[config.mk]
export PLATFORM = sky130hd
export DESIGN_NAME = ce_clk_divider
export DESIGN_NICKNAME = d
export VERILOG_FILES = /design/src/rtl/cediv_pkg.sv /design/src/rtl/cediv_rst_sync.sv /design/src/rtl/cediv_mod_counter.sv /design/src/rtl/cediv_out_stage.sv /design/src/rtl/ce_clk_divider.sv
export SDC_FILE = /design/constraint.sdc
export NUM_CORES = 1
export LEC_CHECK = 0
export ABC_AREA = 1
export BUFFER_PORTS_ARGS = -buffer_cell sky130_fd_sc_hd__buf_2
export CELL_PAD_IN_SITES_DETAIL_PLACEMENT = 0
export CELL_PAD_IN_SITES_GLOBAL_PLACEMENT = 1
export CORE_AREA = 2 2 39 41
export CTS_CLUSTER_SIZE = 25
export DETAILED_ROUTE_END_ITERATION = 6
export DIE_AREA = 0 0 41 43
export MAX_ROUTING_LAYER = met4
export PLACE_DENSITY = 0.59
export SYNTH_ARGS = -nofsm -noshare
export SYNTH_HDL_FRONTEND = slang
export SYNTH_HIERARCHICAL = 1
export SYNTH_SLANG_ARGS = --single-unit
[constraint.sdc]
create_clock -name clk_i -period 0.8 [get_ports clk_i]
set_input_delay 0 -clock clk_i [delete_from_list [all_inputs] [get_ports clk_i]]
set_output_delay 0 -clock clk_i [all_outputs]
set_load 0.02 [all_outputs]
[src/rtl/cediv_pkg.sv]
package cediv_pkg;
  // Default division ratio and high-phase length of the external clock
  localparam int unsigned DEF_DIV      = 25;
  localparam int unsigned DEF_HIGH_CYC = 12;
  localparam int unsigned DEF_SYNC     = 2;

  // Width needed to hold 0..div-1
  function automatic int unsigned cnt_width(input int unsigned div);
    int unsigned w;
    w = 1;
    while ((1 << w) < div) w++;
    return w;
  endfunction
endpackage

[src/rtl/cediv_rst_sync.sv]
module cediv_rst_sync #(
  parameter int unsigned STAGES = 2
) (
  input  logic clk_i,
  input  logic rst_n_i,
  output logic rst_n_o
);
  logic [STAGES-1:0] chain_q;
  logic [STAGES-1:0] chain_d;

  always_comb begin
    chain_d = {chain_q[STAGES-2:0], 1'b1};
  end

  always_ff @(posedge clk_i or negedge rst_n_i) begin
    if (!rst_n_i) chain_q <= '0;
    else          chain_q <= chain_d;
  end

  assign rst_n_o = chain_q[STAGES-1];
endmodule

[src/rtl/cediv_mod_counter.sv]
module cediv_mod_counter #(
  parameter int unsigned DIV = 25,
  parameter int unsigned W   = 5
) (
  input  logic         clk_i,
  input  logic         rst_n_i,
  input  logic         en_i,
  output logic [W-1:0] cnt_q_o,
  output logic [W-1:0] cnt_d_o
);
  localparam logic [W-1:0] LAST = W'(DIV - 1);

  logic [W-1:0] cnt_q;
  logic [W-1:0] cnt_d;

  always_comb begin
    cnt_d = cnt_q;
    if (en_i) begin
      if (cnt_q == LAST) cnt_d = '0;
      else               cnt_d = cnt_q + 1'b1;
    end
  end

  always_ff @(posedge clk_i or negedge rst_n_i) begin
    if (!rst_n_i) cnt_q <= '0;
    else          cnt_q <= cnt_d;
  end

  assign cnt_q_o = cnt_q;
  assign cnt_d_o = cnt_d;

  AST_CNT_IN_RANGE: assert property (@(posedge clk_i) disable iff (!rst_n_i)
    cnt_q <= LAST);
  AST_CNT_WRAPS: assert property (@(posedge clk_i) disable iff (!rst_n_i)
    (en_i && cnt_q == LAST) |=> (cnt_q == '0));
endmodule

[src/rtl/cediv_out_stage.sv]
module cediv_out_stage #(
  parameter int unsigned DIV      = 25,
  parameter int unsigned HIGH_CYC = 12,
  parameter int unsigned W        = 5
) (
  input  logic         clk_i,
  input  logic         rst_n_i,
  input  logic         en_i,
  input  logic [W-1:0] cnt_d_i,
  output logic         tick_o,
  output logic         ext_o
);
  localparam int unsigned CLR_INT = (DIV - 1 + HIGH_CYC) % DIV;
  localparam logic [W-1:0] TICK_AT = W'(DIV - 1);
  localparam logic [W-1:0] CLR_AT  = W'(CLR_INT);

  logic tick_q, tick_d;
  logic ext_q,  ext_d;

  always_comb begin
    tick_d = tick_q;
    ext_d  = ext_q;
    if (en_i) begin
      tick_d = (cnt_d_i == TICK_AT);
      if (cnt_d_i == TICK_AT)     ext_d = 1'b1;
      else if (cnt_d_i == CLR_AT) ext_d = 1'b0;
    end
  end

  always_ff @(posedge clk_i or negedge rst_n_i) begin
    if (!rst_n_i) begin
      tick_q <= 1'b0;
      ext_q  <= 1'b0;
    end else begin
      tick_q <= tick_d;
      ext_q  <= ext_d;
    end
  end

  assign tick_o = tick_q;
  assign ext_o  = ext_q;

  // Checker state: run lengths of the outputs
  logic [W-1:0] hi_run_q;
  logic [W-1:0] gap_q;
  logic         seen_tick_q;
  always_ff @(posedge clk_i or negedge rst_n_i) begin
    if (!rst_n_i) begin
      hi_run_q    <= '0;
      gap_q       <= '0;
      seen_tick_q <= 1'b0;
    end else begin
      hi_run_q <= ext_q ? hi_run_q + 1'b1 : '0;
      gap_q    <= tick_q ? W'(1) : gap_q + 1'b1;
      if (tick_q) seen_tick_q <= 1'b1;
    end
  end

  AST_TICK_ONE_CYCLE: assert property (@(posedge clk_i) disable iff (!rst_n_i)
    tick_q |=> !tick_q);
  AST_TICK_SPACING: assert property (@(posedge clk_i) disable iff (!rst_n_i)
    (tick_q && seen_tick_q) |-> (gap_q == W'(DIV)));
  AST_EXT_RISE_ON_TICK: assert property (@(posedge clk_i) disable iff (!rst_n_i)
    $rose(ext_q) |-> tick_q);
  AST_TICK_WITH_EXT: assert property (@(posedge clk_i) disable iff (!rst_n_i)
    tick_q |-> ext_q);
  AST_EXT_HIGH_TIME: assert property (@(posedge clk_i) disable iff (!rst_n_i)
    (ext_q && !ext_d && en_i) |-> (hi_run_q == W'(HIGH_CYC - 1)));
  AST_EXT_LOW_BEFORE_TICK: assert property (@(posedge clk_i) disable iff (!rst_n_i)
    (!seen_tick_q && !tick_q) |-> !ext_q);
endmodule

[src/rtl/ce_clk_divider.sv]
module ce_clk_divider #(
  parameter int unsigned DIV      = cediv_pkg::DEF_DIV,
  parameter int unsigned HIGH_CYC = cediv_pkg::DEF_HIGH_CYC,
  parameter int unsigned SYNC     = cediv_pkg::DEF_SYNC
) (
  input  logic clk_i,
  input  logic rst_n_i,
  output logic tick_o,
  output logic ext_clk_o
);
  localparam int unsigned W = cediv_pkg::cnt_width(DIV);

  logic         rst_int_n;
  logic [W-1:0] cnt_q;
  logic [W-1:0] cnt_d;
  logic         cnt_en;

  cediv_rst_sync #(.STAGES(SYNC)) u_rst (
    .clk_i   (clk_i),
    .rst_n_i (rst_n_i),
    .rst_n_o (rst_int_n)
  );

  // Clock enable for the divider: running whenever out of reset
  assign cnt_en = rst_int_n;

  cediv_mod_counter #(.DIV(DIV), .W(W)) u_cnt (
    .clk_i   (clk_i),
    .rst_n_i (rst_int_n),
    .en_i    (cnt_en),
    .cnt_q_o (cnt_q),
    .cnt_d_o (cnt_d)
  );

  cediv_out_stage #(.DIV(DIV), .HIGH_CYC(HIGH_CYC), .W(W)) u_out (
    .clk_i   (clk_i),
    .rst_n_i (rst_int_n),
    .en_i    (cnt_en),
    .cnt_d_i (cnt_d),
    .tick_o  (tick_o),
    .ext_o   (ext_clk_o)
  );

  AST_RESET_OUTPUTS_LOW: assert property (@(posedge clk_i)
    !rst_n_i |-> (!tick_o && !ext_clk_o));
  AST_CNT_ZERO_IN_RESET: assert property (@(posedge clk_i)
    !rst_int_n |-> (cnt_q == '0));
endmodule

* Word level (Yosys, flattened, before mapping) *
Cells that the tools add are included.

operators by class
  $add $sub $neg = 1
  equal/unequal tests = 3
  mux-type cells = 4
  reduce and logical (&&, ||, !) cells = 2

operators with widths
  kind                   count
  $eq A5 B5 Y1 const B   2
  $mux W5                2
  $add A5 B1 Y5 const B  1
  $eq A5 B4 Y1 const B   1
  $mux W1                2
  $reduce_and A2 Y1      1
  $reduce_bool A2 Y1     1

storage, ports and cells
  flip-flop bits (word level) = 9
  input bits = 2
  output and inout bits = 2
  word-level logic and storage cells = 14

* Logic depth before layout (Yosys ltp) *
  word-level depth = 6
  mapped depth = 12
  mapped depth without buffers = 12

* Modules after synthesis *
The synthesis kept the hierarchy.

modules (own cells, without submodules)
  module             instances  cells an instance  area an instance (sq um)  sequential area each (sq um)
  cediv_mod_counter  1          36                 277.8                     125.1
  cediv_out_stage    1          15                 112.6                     50.0
  cediv_rst_sync     1          3                  53.8                      50.0

* Worst setup path before layout *
No wires, ideal clock.

  path type = reg2reg
  start point = register u_rst.chain_q[1]
  end point = register u_out.ext_q (netlist: u_out/ext_o)
  library setup time = 0.119 ns
  arrival time = 1.300 ns
  data required time = 0.681 ns
  slack = -0.619 ns
  cell stages (with the launch flop) = 10
  path buffers = 0
  clock period less this slack = 1.419 ns
  cells stage by stage = dfrtp_1 nand2_2 nor2_2 nor2_1 nor2_1 inv_2 nor2_4 nand3_1 nand2_1 nand2_1

between the ends
  word-level cells in the longest chain between the ends = 4
  elaborated cells between the ends (all ways) = 6
  those cells by class = 2 x eq/ne; 2 x mux; 2 x reduce/logical

RTL lines
  element                                       RTL line                                      RTL
  start: declaration                            cediv_rst_sync.sv:8                           logic [STAGES-1:0] chain_q;
  start signal: assignment                      cediv_rst_sync.sv:17                          else chain_q <= chain_d;
  $mux W5 *                                     cediv_mod_counter.sv:18                       if (en_i) begin
  named net cnt_d[3]                            ce_clk_divider.sv:15                          logic [W-1:0] cnt_d;
  $eq A5 B4 Y1 or $eq A5 B5 Y1 (tied branches)  cediv_out_stage.sv:26, cediv_out_stage.sv:25
  $reduce_bool A2 Y1 (no source line)           -
  $reduce_and A2 Y1 (no source line)            -
  end signal: assignment                        cediv_out_stage.sv:36                         ext_q <= ext_d;
  end: declaration                              cediv_out_stage.sv:18                         logic ext_q, ext_d;

Mark *: on every way through the listed nets, which the timed path passes. The rest lies on a longest branch.
A chain may end at the register's enable or synchronous reset.

* Worst setup path after layout *
  start point = register u_cnt.cnt_q[1] (netlist: u_cnt/cnt_q_o[1])
  end point = register u_out.ext_q (netlist: u_out/ext_o)

between the ends
  word-level cells in the longest chain between the ends = 6
  elaborated cells between the ends (all ways) = 9
  those cells by class = 1 x add/sub; 3 x eq/ne; 3 x mux; 2 x reduce/logical

RTL lines
  element                                       RTL line                                      RTL
  start: declaration                            cediv_mod_counter.sv:13                       logic [W-1:0] cnt_q;
  start signal: assignment                      cediv_mod_counter.sv:26                       else cnt_q <= cnt_d;
  $eq A5 B5 Y1 *                                cediv_mod_counter.sv:19                       if (cnt_q == LAST) cnt_d = '0;
  $mux W5 *                                     cediv_mod_counter.sv:19
  $mux W5 *                                     cediv_mod_counter.sv:18
  named net cnt_d[0]                            ce_clk_divider.sv:15
  $eq A5 B4 Y1 or $eq A5 B5 Y1 (tied branches)  cediv_out_stage.sv:26, cediv_out_stage.sv:25
  $reduce_bool A2 Y1 (no source line)           -
  $reduce_and A2 Y1 (no source line)            -

Marks and branches as above.

==> metrics.md <==
| Metric | Value |
|---|---|
| Flip-flop and latch area | `226 um^2` |
| Final std cells w/o fill | `86` |
| Layout area overhead | `47.6%` |
| First-pass GRT wire length | `1510 um` |
| NetSw | `974 uW` |
| Status | `finished with violations` |
| Vias/cell | `4.14` |
| Initial antenna violation count | `0` |
| Endpoints failing setup | `7` |
| Hold Fails Final Rpt | `0` |
| CP Class | `register to register` |
| CP Launch Type | `register` |
| Placeable Area | `1380 um^2` |
| Power density cells | `3690 nW/um^2` |
| Ys Warns | `6` |
| Post-synthesis cell area | `444 um^2` |
| Gr usage total | `0.137` |
| Post-Synth XOR/XNOR Area | `0.0394` |
| Clock Root Buffer | `clkbuf_4` |
| Layout net count | `75` |
| Reg power frac | `0.315` |
| Filler cells | `141` |
| Fraction of layout cells with a size suffix above 1 | `0.529` |
| Clock transition at path regs | `0.07 ns` |
| Multi-input gate area | `255 um^2` |
| Iter 0 DRT Violations | `1` |
| Period Utilization, post-route | `1.69` |
| Dpl cells | `79` |
| Post-synthesis cell type count | `15` |
| Gate Count Post-Synth | `54` |
| Comb pwr share | `0.536` |
| Failing checks | `setup timing` |
| Synth top area cells | `dfrtp_1 (51%), nand2_1 (13%), nor2_1 (7.6%)` |
| DRT Pass-1 Iters | `2` |
| Switching Share | `0.402` |
| Leak | `0.000334 uW` |
| Clock skew | `0.00207 ns` |
| Synth Area in Simple Gates | `0.310` |
| Clock buffer count from CTS | `3` |
| Post-route DRC violation count | `0` |
| Total number of vias | `356` |
| Ports | `4` |
| Buffers on Ports | `3` |
| #FFs+latches synth | `9` |
| Post-synthesis sequential area ratio | `0.507` |
| Maximum VDD drop | `1.48 mV` |
| HP Class | `input port to asynchronous set/reset pin` |
| CTS sink cnt | `9` |
| Min Clock Period, post-route | `1.35 ns` |
| Congestion Overflow GR | `0` |
| Routability cong. | `0.644` |
| Mux share of post-synthesis cell area | `0` |
| Crit path required time | `1.00 ns` |
| Clk Latency, worst-skew pair | `0.26 ns` |
| Worst hold slack | `0.0452 ns` |
| Net Count, Synth | `58` |
| DP Wirelength | `605 um` |
| Compound-gate portion of the synthesized area | `0.0113` |
| CP Max Fanout | `3` |
| Clock power share | `0.148` |
| CP dominant cell by count | `inv_2` |
| Avg Inst Size Synth | `8.23 um^2` |
| Largest net degree at the start of global routing | `8` |
| Worst-case clock buffer depth | `2` |
| Top cell type's share of synthesized area | `0.507` |
| Post-synthesis adder-cell area fraction | `0.0563` |
| Setup WS post-layout | `-0.553 ns` |
| CP peak stage delay | `0.40 ns` |
| Die area | `1760 um^2` |
| H-tree levels | `1` |
| Pins Over Slew Limit | `0` |
| DRT Wirelength | `848 um` |
| Largest family of logic cells by synthesized area | `simple AND/OR/NAND/NOR gates` |
| Max Freq | `0.739 GHz` |
| Die width | `41 um` |
| Slowest-stage cell, CP | `dfrtp_1` |
| ANT nets after route | `0` |
| Pint | `1450 uW` |
| Initial Util | `0.321` |
| WL/cell | `9.86 um` |
| Crit path capture type | `register` |
| Max-cap viol count | `0` |
| CTS tree | `built` |
| Row count | `14` |
| Vias in the first global route | `388` |
| RSZ-0062 raised after global routing | `yes` |
| Largest area contributor in the netlist | `dfrtp_1` |
| Arrival @ worst endpoint | `1.55 ns` |
| TNS Setup | `-2.31 ns` |
| Ant. Diodes | `0` |
| Worst path cell trace | `inv_2 > ha_4 > inv_2 > nor2_2 > nand2_2 > inv_2 > nor2_4 > nor2_1 > nand4_1 > nand2_1` |
| Chip Height | `43 um` |
-- stage by stage --
| stage | setup slack [ns] | util | total power, uW | area (um^2) |
|---|---|---|---|---|
| 4_1_cts | -0.549 | 0.465 | 2380 | 643 |
| 2_1_floorplan | -0.497 | - | 1460 | 472 |
| 3_3_place_gp | -0.621 | 0.399 | 1750 | 552 |
| 5_1_grt | -0.640 | 0.474 | 2620 | 656 |
| 3_5_place_dp | -0.601 | 0.399 | 1750 | 552 |
| 6_report | -0.553 | 0.474 | 2420 | 656 |
-- per-layer routing --
layer,share of wire,global-route usage,up-vias
met1,0.44,0.166,162
met2,0.52,0.191,4
met3,0.025,0.0157,2
met4,0.014,0.120,0
met5,0,-,-
li1,-,-,188
-- what timing repair did --
action / in CTS / in global routing
pin swaps: 3 / 2
setup buffers: 2 / 2
hold buffers: 1 / 0
endpoints found under the setup margin: 9 / 9
resized for setup: 12 / 3
endpoints found under the hold margin: 2 / 0
-- worst max-delay path, delay by kind of cell, from the launching register on --
family,cells,cell delay [ns]
AND/OR/NAND/NOR,6,0.58
flip-flops,1,0.40
buffers and inverters,3,0.20
adder cells (fa/ha/maj),1,0.12
-- worst paths after layout --
kind                                        from               end  slack, ns  depth (start not counted)
worst min register to register  u_rst/chain_q[1]  u_cnt/cnt_q_o[3]       0.09                          0
max in group asynchronous       u_rst/chain_q[1]  u_cnt/cnt_q_o[0]       0.38                          1
min in group clk_i              u_rst/chain_q[0]  u_rst/chain_q[1]       0.36                          0
worst min-delay path                     rst_n_i  u_rst/chain_q[0]       0.05                          2
worst max register to register  u_cnt/cnt_q_o[1]       u_out/ext_o      -0.55                         10
worst max-delay path            u_cnt/cnt_q_o[1]       u_out/ext_o      -0.55                         10
-- power by group through the flow --
stage          sequential [uW]  combinational (uW)  clock [uW]
4_1_cts                    770                1240         373
5_1_grt                    794                1430         394
2_1_floorplan              806                 657           0
3_3_place_gp               778                 971           0
3_5_place_dp               775                 974           0
6_report                   764                1300         359
-- sequential cells by signal, indices dropped and copies added, names as in the netlist --
name	count
u_rst/chain_q	2
u_out/tick_o	1
u_cnt/cnt_q_o	5
u_out/ext_o	1
-- logic make-up after synthesis --
| logic type | after synthesis |
|---|---|
| other cells | 1 |
| xor+xnor | 2 |
| buf+inv | 8 |
| fa+ha+maj | 2 |
| simple gates | 31 |
| flops | 9 |
| compound gates | 1 |
-- cell usage after synthesis --
master   instances
conb_1           1
inv_2            2
ha_1             2
nand3_1          1
o21ai_0          1
inv_1            6
nand2_1         15
nor2_1           9
dfrtp_1          9
nand4_1          1
xor2_1           1
nor2_2           3
nand2_2          1
nor2_4           1
xnor2_1          1
-- cells in the final DEF (no fill, tap or decap), types with 2 or more instances in the layout --
cell type and n:
buf_4 8, buf_6 2, clkbuf_4 3, dfrtp_1 8
inv_1 2, inv_2 6, nand2_1 12, nand2_2 3
nor2_1 4, nor2_2 6, nor2_4 3
-- cell type report --
cell class                 count  area share
clock buffer                   4      0.0401
inverter                       8      0.0458
multi-input combinational     37       0.389
sequential                     9       0.345
tap                           16      0.0305
timing repair buffer          12       0.149
No activity file was read; power rests on OpenSTA's default activity.
